[src/rtl/buslock_pkg.sv]
package buslock_pkg;

  // Hold state after this clock: a prefix sets it, a final completion clears it.
  function automatic logic hold_next(logic held, logic pfx, logic fin);
    return pfx | (held & ~fin);
  endfunction

  // A transfer ends that closes its instruction.
  function automatic logic final_done(logic done, logic last);
    return done & last;
  endfunction

  // A grant may be issued at this clock.
  function automatic logic grant_slot(logic held, logic pfx, logic fin,
                                      logic done, logic act);
    logic free_edge;
    logic release_edge;
    free_edge    = ~held & ~pfx & (done | ~act);
    release_edge = held & ~pfx & fin;
    return free_edge | release_edge;
  endfunction

endpackage

[src/rtl/buslock_hold.sv]
module buslock_hold
  import buslock_pkg::*;
(
  input  logic clk,
  input  logic rst_n,
  input  logic pfx_i,
  input  logic last_i,
  input  logic done_i,
  output logic held_o,
  output logic fin_o
);
  logic held_q;

  assign fin_o  = final_done(done_i, last_i);
  assign held_o = held_q;

  always_ff @(posedge clk or negedge rst_n) begin
    if (!rst_n) held_q <= 1'b0;
    else        held_q <= hold_next(held_q, pfx_i, fin_o);
  end
endmodule

[src/rtl/buslock_reqtrack.sv]
module buslock_reqtrack (
  input  logic clk,
  input  logic rst_n,
  input  logic req_i,
  input  logic take_i,
  output logic live_o
);
  logic pend_q;

  assign live_o = pend_q | req_i;

  always_ff @(posedge clk or negedge rst_n) begin
    if (!rst_n)      pend_q <= 1'b0;
    else if (take_i) pend_q <= 1'b0;
    else             pend_q <= live_o;
  end
endmodule

[src/rtl/buslock_grant.sv]
module buslock_grant
  import buslock_pkg::*;
(
  input  logic clk,
  input  logic rst_n,
  input  logic live_i,
  input  logic held_i,
  input  logic pfx_i,
  input  logic fin_i,
  input  logic done_i,
  input  logic act_i,
  output logic take_o,
  output logic gnt_o
);
  logic slot;
  logic gnt_q;

  assign slot   = grant_slot(held_i, pfx_i, fin_i, done_i, act_i);
  assign take_o = slot & live_i;
  assign gnt_o  = gnt_q;

  always_ff @(posedge clk or negedge rst_n) begin
    if (!rst_n) gnt_q <= 1'b0;
    else        gnt_q <= take_o;
  end
endmodule

[src/rtl/buslock_arb.sv]
module buslock_arb (
  input  logic clk,
  input  logic rst_n,
  input  logic pfx_i,
  input  logic last_i,
  input  logic done_i,
  input  logic act_i,
  input  logic req_i,
  output logic lock_n_o,
  output logic gnt_o
);
  logic held;
  logic fin;
  logic live;
  logic take;

  buslock_hold u_hold (
    .clk(clk), .rst_n(rst_n), .pfx_i(pfx_i), .last_i(last_i),
    .done_i(done_i), .held_o(held), .fin_o(fin)
  );

  buslock_reqtrack u_req (
    .clk(clk), .rst_n(rst_n), .req_i(req_i), .take_i(take), .live_o(live)
  );

  buslock_grant u_gnt (
    .clk(clk), .rst_n(rst_n), .live_i(live), .held_i(held), .pfx_i(pfx_i),
    .fin_i(fin), .done_i(done_i), .act_i(act_i), .take_o(take), .gnt_o(gnt_o)
  );

  assign lock_n_o = ~held;
endmodule

[config.mk]
export PLATFORM = sky130hd
export DESIGN_NAME = buslock_arb
export DESIGN_NICKNAME = d
export VERILOG_FILES = /design/src/rtl/buslock_pkg.sv /design/src/rtl/buslock_hold.sv /design/src/rtl/buslock_reqtrack.sv /design/src/rtl/buslock_grant.sv /design/src/rtl/buslock_arb.sv
export SDC_FILE = /design/constraint.sdc
export NUM_CORES = 1
export LEC_CHECK = 0
export BUFFER_PORTS_ARGS = -buffer_cell sky130_fd_sc_hd__buf_4
export CAP_MARGIN = 10
export CORE_AREA = 2 2 39 41
export CTS_CLUSTER_SIZE = 30
export DETAILED_ROUTE_END_ITERATION = 10
export DIE_AREA = 0 0 41 43
export GPL_ROUTABILITY_DRIVEN = 0
export PLACE_DENSITY = 0.39
export SLEW_MARGIN = 20
export SYNTH_ARGS = -nofsm -noshare
export SYNTH_HDL_FRONTEND = slang
export SYNTH_SLANG_ARGS = --single-unit
[constraint.sdc]
create_clock -name clk -period 1.4 [get_ports clk]
set_input_delay 0.14 -clock clk [delete_from_list [all_inputs] [get_ports clk]]
set_output_delay 0.14 -clock clk [all_outputs]
set_load 0.005 [all_outputs]
# Yosys cells after proc, flatten, opt, wreduce, memory -nomap -nowiden
# Cells that the tools add are included.
[op_classes] n_bitwise=15 mux=1
[ops] op="bitwise AND 1 bit" count=7
[ops] op="NOT 1 bit" count=4
[ops] op="bitwise OR 1 bit" count=4
[ops] op="two-way mux 1 bit" count=1
[totals] inputBits=7 regBits=3 word_cells=19 out_inout_bits=2

# Longest topological paths before layout
# Gate-level depths: netlist of the first run.
[logic_depth] ltp_word=6 mapped_depth=3 depth_no_buf=3

# Modules after synthesis
# A second synthesis of the first run with hierarchy kept.
[unflattened] hier_cells=12 area_unflattened_um2=138.9
[modules_own_cells] mod="buslock_grant" cells_per_inst=4 n_inst=1 seq_area_each_um2=25.0 area_per_inst_um2=53.8
[modules_own_cells] mod="buslock_reqtrack" cells_per_inst=3 n_inst=1 seq_area_each_um2=25.0 area_per_inst_um2=41.3
[modules_own_cells] mod="buslock_hold" cells_per_inst=4 n_inst=1 seq_area_each_um2=25.0 area_per_inst_um2=40.0
[modules_own_cells] mod="buslock_arb" cells_per_inst=1 n_inst=1 seq_area_each_um2=0.0 area_per_inst_um2=3.8

# Least setup slack after synthesis of the first run
# Ideal clock, no wire load.
[synth_timing] path_kind="register to register" from="register u_hold.held_q, in the netlist u_hold.held_o" to="register u_req.pend_q" stages_incl_launch_ff=4 setup_slack_ps=592 synth_period_minus_slack_ps=808 arrival_ps=687 n_path_buf=0 required_time_ps=1279 setup_time_ps=121 cell_sequence="dfrtp_1 nor2_1 a21oi_2 o22a_1"
[synth_between] elab_chain_len=6 word_cells_on_any_way=8 cone_classes="mux (1); bitwise (7)"
[synth_rtl] element="start: declaration" line="buslock_hold.sv:12" text="logic held_q;"
[synth_rtl] element="start signal: assignment" line="buslock_hold.sv:19" text="else held_q <= hold_next(held_q, pfx_i, fin_o);"
[synth_rtl] element="NOT 1 bit" line="buslock_pkg.sv:18" text="free_edge = ~held & ~pfx & (done | ~act);"
[synth_rtl] element="bitwise AND 1 bit (2 in series)" line="buslock_pkg.sv:18"
[synth_rtl] element="bitwise OR 1 bit (*)" line="buslock_pkg.sv:20" text="return free_edge | release_edge;"
[synth_rtl] element="bitwise AND 1 bit (*)" line="buslock_grant.sv:19" text="assign take_o = slot & live_i;"
[synth_rtl] element="two-way mux 1 bit (*)" line="buslock_reqtrack.sv:14" text="else if (take_i) pend_q <= 1'b0;"
[synth_rtl] element="end signal: assignment" line="buslock_reqtrack.sv:15" text="else pend_q <= live_o;"
[synth_rtl] element="end: declaration" line="buslock_reqtrack.sv:8" text="logic pend_q;"
# Every way passes the cells marked *; elsewhere a longest branch is shown, timed or not.

# Worst setup path after layout of the first run
[layout_timing] from="register u_hold.held_q, in the netlist u_hold.held_o" to="output port lock_n_o"
[layout_between] elab_chain_len=1
[layout_rtl] element="NOT 1 bit" line="buslock_arb.sv:31" text="assign lock_n_o = ~held;"
[layout_rtl] element="end: declaration" line="buslock_arb.sv:9" text="output logic lock_n_o,"
# Every way passes these cells.

==> results.ini, run 1 <==
[status]
status = complete, no violations

[placement]
place_hpwl_um = 267.6
numPortBuffers = 8
placed_cells = 36
placement.cell_area_um2 = 207.7

[worst_setup_path]
endpoint_kind = output pin
timing.setup.critical_path_class = reg2out
cp_max_fo = 4
worstPathArrival_ns = 0.80
setup.worst_path.start_class = flip-flop
cp_data_required_time_ns = 1.26
setup.reg_to_reg.worst_slack_ns = 0.54

[timing]
final-setup-viol-count = 0
max_slew.worst_pin.slew_ns = 0.1524
final.setup.tns_ns = 0
period_needed_ns = 0.9357
holdWs_ns = 0.09056
timing.final.crit_share_pct = 66.83
finClkSkew_ns = 0.001862
maxSlewViolCount = 0
max_fclk_mhz = 1069
number_of_hold_violations_in_the_final_report = 0
grt_setup_unrepaired = false
slew_headroom_pct = 89.76

[pwr]
irDropWorstVdd_v = 0.0001856
leakage_nw = 0.1185
internal_power_uw = 226.2
power_frac_comb_pct = 13.6
switchingPower_uw = 61.40
power_per_cell_area_mw_per_mm2 = 1179
p_total_uw = 287.6
sequentialPowerShare_pct = 34.3
clock_power_share_pct = 52.1
swShare_pct = 21.35

[die]
overall_die_area_mm2 = 0.001763
core_region_area_mm2 = 0.001384
die_height_um = 43
die-width_um = 41
initial_utilization_pct = 9.222
std_cell_rows = 14
ioPinCount = 9

[finish]
final_cell_count_no_fill = 41
design_area_um2 = 244.0
antenna_diode_instance_count = 0
drive_gt1_share_pct = 52.00
layout-area-overhead-vs-synth_pct = 91.18
number_of_nets_in_the_layout = 33

[logic_synthesis]
synth_xor_xnor_area_share_pct = 0
synth_sequential_area_ratio_pct = 58.82
synthMuxAreaShare_pct = 0
ys_types = 9
ys_ff_latch = 3
synth.cell_area_um2 = 127.6
largest_family_of_logic_cells_by_synthesized_area = compound AO/OA/AOI/OAI gates
synth_compound_area_share_pct = 20.59
synthSimpleGateAreaFrac_pct = 17.65
synthesis.yosys.warnings = 0
synthesis.instances = 12
synth_area_per_cell_um2 = 10.64
synth_nets = 19
adder_and_majority_gate_portion_of_the_synthesized_area_pct = 0

[routing]
first_pass_iters = 1
remaining_drc_errors = 0
post_drt_wl_per_cell_um = 8.000
detail_route.vias_per_cell = 3.220
routed-via-count = 132
drt_iter0_drc = 0
detail_route.wirelength_um = 328
ant_nets = 0

[clock_network]
worstSkewPairLatency_ns = 0.23
cts_buffer_depth = 2
post_cts.resized_instances = 0
cts_tree = yes
clk_pin_slew_ns = 0.04
post_cts_hold_buffer_count = 1
clock-sinks = 3
ctsRootBufferMaster = clkbuf_4
ctsHtreeMaxLevel = 1
cts_inserted_buffers = 3
post-cts-setup-buffer-count = 0

[grt]
globalRouteTotalUtil_pct = 5.533
grt_max_degree = 5
via_count_of_the_first_global_routing_pass = 145
initial_antenna_violation_count = 0
globalRouteOverflowTotal = 0
grt_pass1_wl_um = 572

[job]
max_cap_viol_count = 0

[hold_path]
timing.hold.worst.class = in2reg

stage by stage:
stage	util, %	setup WS, ns
floorplan	-	0.5923
global placement	15.01	0.5625
detailed placement	15.01	0.5430
CTS	17.63	0.4587
global route	17.63	0.4203
finish	17.63	0.4643
area by class of cell:
type | count | area, um2
clock buffer | 4 | 26.28
tap | 16 | 20.02
fill | 161 | 1140
timing repair buffer | 9 | 70.07
inverter | 1 | 3.754
sequential | 3 | 75.07
multi-input combinational | 8 | 48.80
kinds of logic (layout without fill, tap and decap cells):
family	Yosys count	after routing
flip-flops	3	3
AND/OR/NAND/NOR	5	5
AO/OA/AOI/OAI	3	3
buffers and inverters	1	14
routing by layer:
layer / vias to the layer above / routed length (um) / track usage (%) / share of wire [%]
met4: 0 / 0 / 6.000 / 0
met1: 58 / 149 / 6.472 / 45
li1: 65 / - / - / -
met3: 0 / 62 / 4.712 / 19
met5: - / 0 / 0 / 0
met2: 9 / 116 / 5.313 / 35
sequential cells by signal, summed over array words and instances, names as in the netlist:
name	count
u_gnt.gnt_o	1
u_req.pend_q	1
u_hold.held_o	1
layout by cell type, fill, tap and decap left out:
master / synthesis / layout
dlygate4sd3_1: 0 / 1
dfrtp_1: 3 / 3
clkbuf_4: 0 / 3
a21o_2: 1 / 1
o22a_1: 1 / 1
nand2b_1: 1 / 1
nor3_1: 1 / 1
buf_4: 0 / 8
nor2_1: 2 / 2
inv_1: 1 / 1
a21oi_2: 1 / 1
nand2_1: 1 / 1
clkbuf_1: 0 / 1
Yosys cell counts:
cell type	n	area share, %
o22a_1	1	6.9
nand2b_1	1	4.9
nor3_1	1	3.9
nand2_1	1	2.9
a21o_2	1	6.9
dfrtp_1	3	59
inv_1	1	2.9
a21oi_2	1	6.9
nor2_1	2	5.9
power by group through the flow:
| stage | Clock (mW) | Sequential (mW) | Combinational [mW] |
|---|---|---|---|
| 2_1_floorplan | 0 | 0.0991 | 0.0132 |
| 3_3_place_gp | 0 | 0.0992 | 0.0360 |
| 3_5_place_dp | 0 | 0.100 | 0.0373 |
| 4_1_cts | 0.158 | 0.0988 | 0.0398 |
| 5_1_grt | 0.171 | 0.0998 | 0.0445 |
| 6_report | 0.150 | 0.0987 | 0.0391 |
critical path, stage by stage, from the launching register on:
cell and delay [ns]:
dfrtp_1 0.38, inv_1 0.05, buf_4 0.13
worst paths after layout:
check	end	cells after the start	startpoint
setup / recovery	lock_n_o	2	u_hold.held_o$_DFF_PN0_
hold / removal	u_gnt.gnt_o$_DFF_PN0_	2	pfx_i
setup reg to reg	u_req.pend_q$_DFF_PN0_	3	u_hold.held_o$_DFF_PN0_
hold reg to reg	u_req.pend_q$_DFF_PN0_	1	u_req.pend_q$_DFF_PN0_
max in group asynchronous	u_req.pend_q$_DFF_PN0_	2	rst_n
min in group asynchronous	u_gnt.gnt_o$_DFF_PN0_	2	rst_n
No activity file was read; power rests on OpenSTA's default activity.
==> run 2, diff against run 1 <==
==> constraint.sdc (replaced) <==
create_clock -name clk -period 0.8 [get_ports clk]
set_input_delay 0.08 -clock clk [delete_from_list [all_inputs] [get_ports clk]]
set_output_delay 0.08 -clock clk [all_outputs]
set_load 0.005 [all_outputs]
==> results.ini, run 2 (same netlist as run 1, synthesis figures left out) <==
[die]
core_region_area_mm2 = 0.001384
std_cell_rows = 14
die_height_um = 43
overall_die_area_mm2 = 0.001763
die-width_um = 41
initial_utilization_pct = 9.222
ioPinCount = 9

[timing]
period_needed_ns = 0.8712
maxSlewViolCount = 0
finClkSkew_ns = 0.001156
holdWs_ns = 0.02637
final.setup.tns_ns = -0.1514
worst_slack_setup_final_ns = -0.07117
number_of_hold_violations_in_the_final_report = 0
final-setup-viol-count = 3
max_fclk_mhz = 1148
grt_setup_unrepaired = true
max_slew.worst_pin.slew_ns = 0.1415
timing.final.crit_share_pct = 108.9
slew_headroom_pct = 90.56

[worst_setup_path]
setup.worst_path.start_class = flip-flop
cp.buffers_inverters = 2
cp_max_fo = 4
timing.setup.critical_path_class = reg2out
endpoint_kind = output pin
worstPathArrival_ns = 0.79
cp_cell_sequence = inv_1, buf_4
cp_data_required_time_ns = 0.72
critical_path.slowest_cell = dfrtp_1
timing.critical_path.slowest_cell_delay_ns = 0.40
cell_family_contributing_the_most_delay_on_the_critical_path = flip-flops

[clock_network]
worstSkewPairLatency_ns = 0.23
ctsRootBufferMaster = clkbuf_4
clk_pin_slew_ns = 0.04
cts_buffer_depth = 2
ctsHtreeMaxLevel = 1
clock-sinks = 3
cts_tree = yes
cts_inserted_buffers = 3

[grt]
globalRouteTotalUtil_pct = 5.533
grt_pass1_wl_um = 572
most_used_routing_layer = met1
initial_antenna_violation_count = 0
grt_max_degree = 5
grt_met2_usage_pct = 5.313
groute.layer.met1.usage_pct = 6.472
via_count_of_the_first_global_routing_pass = 145
grt_util_met3_pct = 4.712
globalRouteOverflowTotal = 0

[placement]
dp_worst_setup_slack_ns = -0.04113
placed_cells = 36
place_hpwl_um = 267.2
numPortBuffers = 8
placement.cell_area_um2 = 207.7

[finish]
leading_cell_type_in_the_layout_fill_and_taps_excluded = buf_4
layout-area-overhead-vs-synth_pct = 98.04
final_cell_mix = buf_4, clkbuf_4, dfrtp_1
number_of_nets_in_the_layout = 33
sequential_cell_area_um2 = 75.07
multi_input_area_um2 = 53.80
final_cell_count_no_fill = 41
antenna_diode_instance_count = 0
n_fill_cell = 159
layout.core_utilization_pct = 18.26
design_area_um2 = 252.7
drive_gt1_share_pct = 56.00

[routing]
remaining_drc_errors = 0
post_drt_wl_per_cell_um = 7.805
drt_iter0_drc = 2
ant_nets = 0
first_pass_iters = 4
detail_route.wirelength_um = 320
routed-via-count = 132
detail_route.vias_per_cell = 3.220

[pwr]
leakage_nw = 0.1201
irDropWorstVdd_v = 0.0003266
p_total_uw = 507.2
power_per_cell_area_mw_per_mm2 = 2007

[status]
status = complete, but fails checks
failing_checks = setup timing

[job]
max_cap_viol_count = 0

[hold_path]
timing.hold.worst.class = in2reg

run 2: worst paths after layout:
| kind | end | slack [ns] | start | depth (start not counted) |
|---|---|---|---|---|
| worst min register to register | u_req.pend_q$_DFF_PN0_ | 0.50 | u_req.pend_q$_DFF_PN0_ | 1 |
| worst min-delay path | u_gnt.gnt_o$_DFF_PN0_ | 0.03 | pfx_i | 2 |
| worst max register to register | u_req.pend_q$_DFF_PN0_ | -0.06 | u_hold.held_o$_DFF_PN0_ | 3 |
| min in group asynchronous | u_gnt.gnt_o$_DFF_PN0_ | 0.18 | rst_n | 2 |
| max in group asynchronous | u_req.pend_q$_DFF_PN0_ | 0.53 | rst_n | 2 |
| worst max-delay path | lock_n_o | -0.07 | u_hold.held_o$_DFF_PN0_ | 2 |
run 2: metal layers:
metal	wire length [um]	vias up	share of wire, %
met5	0	-	0
met4	0	0	0
met3	58	0	18
met2	116	9	36
met1	146	58	46
li1	-	65	-
run 2: power breakdown:
| part | switching (mW) | total (mW) | internal (mW) |
|---|---|---|---|
| clock network | 0.0743 | 0.261 | 0.187 |
| logic | 0.0259 | 0.0730 | 0.0471 |
| registers | 0.00805 | 0.173 | 0.165 |
| total | 0.108 | 0.507 | 0.399 |
run 2: what timing repair did:
item                                    CTS  global route
endpoints found under the hold margin     3             0
gates resized for setup                   0             2
pin swaps                                 1             0
endpoints found under the setup margin    3             4
setup buffers                             0             0
hold buffers                              1             0
run 2: area by class of cell:
type / instances / share of cell area, %
flip-flops and latches: 3 / 29.70
repair buffers: 9 / 29.21
multi-input cells: 8 / 21.29
clock buffers: 4 / 10.40
well taps: 16 / 7.921
inverters: 1 / 1.485
run 2: worst register-to-register path, cell delays in order, from the launching register on:
cell and delay (ns):
dfrtp_1 0.40, nor2_1 0.14, a21oi_2 0.06, o22a_1 0.15
==> run 3, diff against run 2 <==
--- a/config.mk
+++ b/config.mk
@@ -5,14 +5,14 @@
 export SDC_FILE = /design/constraint.sdc
 export NUM_CORES = 1
 export LEC_CHECK = 0
-export BUFFER_PORTS_ARGS = -buffer_cell sky130_fd_sc_hd__buf_4
 export CAP_MARGIN = 10
 export CORE_AREA = 2 2 39 41
 export CTS_CLUSTER_SIZE = 30
 export DETAILED_ROUTE_END_ITERATION = 10
 export DIE_AREA = 0 0 41 43
+export DONT_BUFFER_PORTS = 1
 export GPL_ROUTABILITY_DRIVEN = 0
-export PLACE_DENSITY = 0.39
+export PLACE_DENSITY = 0.33
 export SLEW_MARGIN = 20
 export SYNTH_ARGS = -nofsm -noshare
 export SYNTH_HDL_FRONTEND = slang
==> results.ini, run 3 (same netlist as run 1, synthesis figures left out) <==
[status]
status = complete, but fails checks
failing_checks = setup timing

[pwr]
clock_power_share_pct = 55.8
internal_power_uw = 381.4
irDropWorstVdd_v = 0.0008034
power_per_cell_area_mw_per_mm2 = 2328
p_total_uw = 498.1
swShare_pct = 23.43
power_frac_comb_pct = 9.3
switchingPower_uw = 116.7
sequentialPowerShare_pct = 34.9
leakage_nw = 0.09223

[timing]
max_fclk_mhz = 1196
final.setup.tns_ns = -0.08020
maxSlewViolCount = 0
slew_headroom_pct = 89.46
grt_setup_unrepaired = true
finClkSkew_ns = 0.002444
timing.final.crit_share_pct = 104.5
holdWs_ns = 0.008291
final-setup-viol-count = 4
max_slew.worst_pin.slew_ns = 0.1575
period_needed_ns = 0.8364
worst_slack_setup_final_ns = -0.03636
number_of_hold_violations_in_the_final_report = 0

[hold_path]
hold-path-endpoint = u_gnt.gnt_o$_DFF_PN0_
min_delay_path_depth = 2
timing.hold.worst.class = in2reg
min_from = req_i

[die]
die_height_um = 43
die-width_um = 41
core_region_area_mm2 = 0.001384
overall_die_area_mm2 = 0.001763
initial_utilization_pct = 9.222
std_cell_rows = 14
ioPinCount = 9

[grt]
initial_antenna_violation_count = 0
globalRouteTotalUtil_pct = 5.522
via_count_of_the_first_global_routing_pass = 124
grt_pass1_wl_um = 489
grt_max_degree = 5
globalRouteOverflowTotal = 0

[routing]
drt_iter0_drc = 3
first_pass_iters = 2
ant_nets = 0
detail_route.vias_per_cell = 3.389
detail_route.wirelength_um = 334
routed-via-count = 122
remaining_drc_errors = 0
post_drt_wl_per_cell_um = 9.278

[clock_network]
ctsRootBufferMaster = clkbuf_4
ctsHtreeMaxLevel = 1
cts_inserted_buffers = 3
clock-sinks = 3
worstSkewPairLatency_ns = 0.24
cts_buffer_depth = 2
clk_pin_slew_ns = 0.04
cts_tree = yes

[worst_setup_path]
timing.setup.critical_path_class = reg2reg
r2r-end = u_req.pend_q$_DFF_PN0_
setup.worst_path.start_class = flip-flop
cp_cell_sequence = nand2b_1, a21oi_2, o22a_1
setup.reg_to_reg.worst_slack_ns = -0.04
timing.critical_path.slowest_cell_delay_ns = 0.40
rr_startpoint = u_hold.held_o$_DFF_PN0_
worstPathArrival_ns = 0.96
cp_data_required_time_ns = 0.92
timing.reg2reg.worst_path_depth = 3
cp_max_fo = 4
critical_path.slowest_cell = dfrtp_1
endpoint_kind = flip-flop

[finish]
drive_gt1_share_pct = 35.00
final_cell_mix = clkbuf_4, dlygate4sd3_1, dfrtp_1
final_cell_count_no_fill = 36
n_fill_cell = 158
antenna_diode_instance_count = 0
layout-area-overhead-vs-synth_pct = 67.65
number_of_nets_in_the_layout = 28

[placement]
placed_cells = 28
numPortBuffers = 0

[job]
max_cap_viol_count = 0

## run 3: changes by cell type in the layout (fill, tap and decap cells not counted), sizes merged
cell,previous run,this run
dlygate4sd3,1,3
buf,8,1
## run 3: worst max-delay path by stage
stage	startpoint	endpoint
after global placement	u_hold.held_o$_DFF_PN0_	u_req.pend_q$_DFF_PN0_
after detailed placement	u_hold.held_o$_DFF_PN0_	u_req.pend_q$_DFF_PN0_
after global routing	u_hold.held_o$_DFF_PN0_	u_gnt.gnt_o$_DFF_PN0_
final	u_hold.held_o$_DFF_PN0_	u_req.pend_q$_DFF_PN0_
after CTS	u_hold.held_o$_DFF_PN0_	u_req.pend_q$_DFF_PN0_
after floorplan	u_hold.held_o$_DFF_PN0_	u_req.pend_q$_DFF_PN0_
## run 3: per-layer routing
layer  GRT usage, %  wire length (um)  up-vias
li1               -                 -       55
met1          4.823               142       53
met2          3.750                82       12
met3          9.948                98        2
met4          6.000                11        0
met5              0                 0        -
## run 3: power by group through the flow
stage	sequential [mW]	clock (mW)	combinational, mW
2_1_floorplan	0.173	0	0.0231
3_3_place_gp	0.175	0	0.0251
3_5_place_dp	0.175	0	0.0262
4_1_cts	0.173	0.292	0.0324
5_1_grt	0.175	0.314	0.0528
6_report	0.174	0.278	0.0466
## run 3: final cells by class
cell class | instances | area, um2 | area share, %
flip-flops and latches | 3 | 75.07 | 35.09
multi-input cells | 8 | 51.30 | 23.98
repair buffers | 4 | 37.54 | 17.54
clock buffers | 4 | 26.28 | 12.28
well taps | 16 | 20.02 | 9.357
inverters | 1 | 3.754 | 1.754
## run 3: worst max-delay path, delay by kind of cell, from the launching register on
kind	cells	cell delay [ns]
flops	1	0.40
compound gates	2	0.22
simple gates	1	0.10
## run 3: metrics by stage
stage | cell area [um2] | utilization, % | setup WS [ns]
6_report | 214.0 | 15.46 | -0.03636
3_5_place_dp | 147.6 | 10.67 | -0.05482
4_1_cts | 183.9 | 13.29 | -0.05800
3_3_place_gp | 147.6 | 10.67 | -0.01462
2_1_floorplan | 127.6 | - | 0.007651
5_1_grt | 214.0 | 15.46 | -0.09481
## run 3: what timing repair did
action / CTS / global route
buffers inserted: 0 / 1
hold buffers: 1 / 2
resized for setup: 0 / 1
setup endpoints to repair: 3 / 3
hold endpoints to repair: 6 / 3
pin swaps: 0 / 1
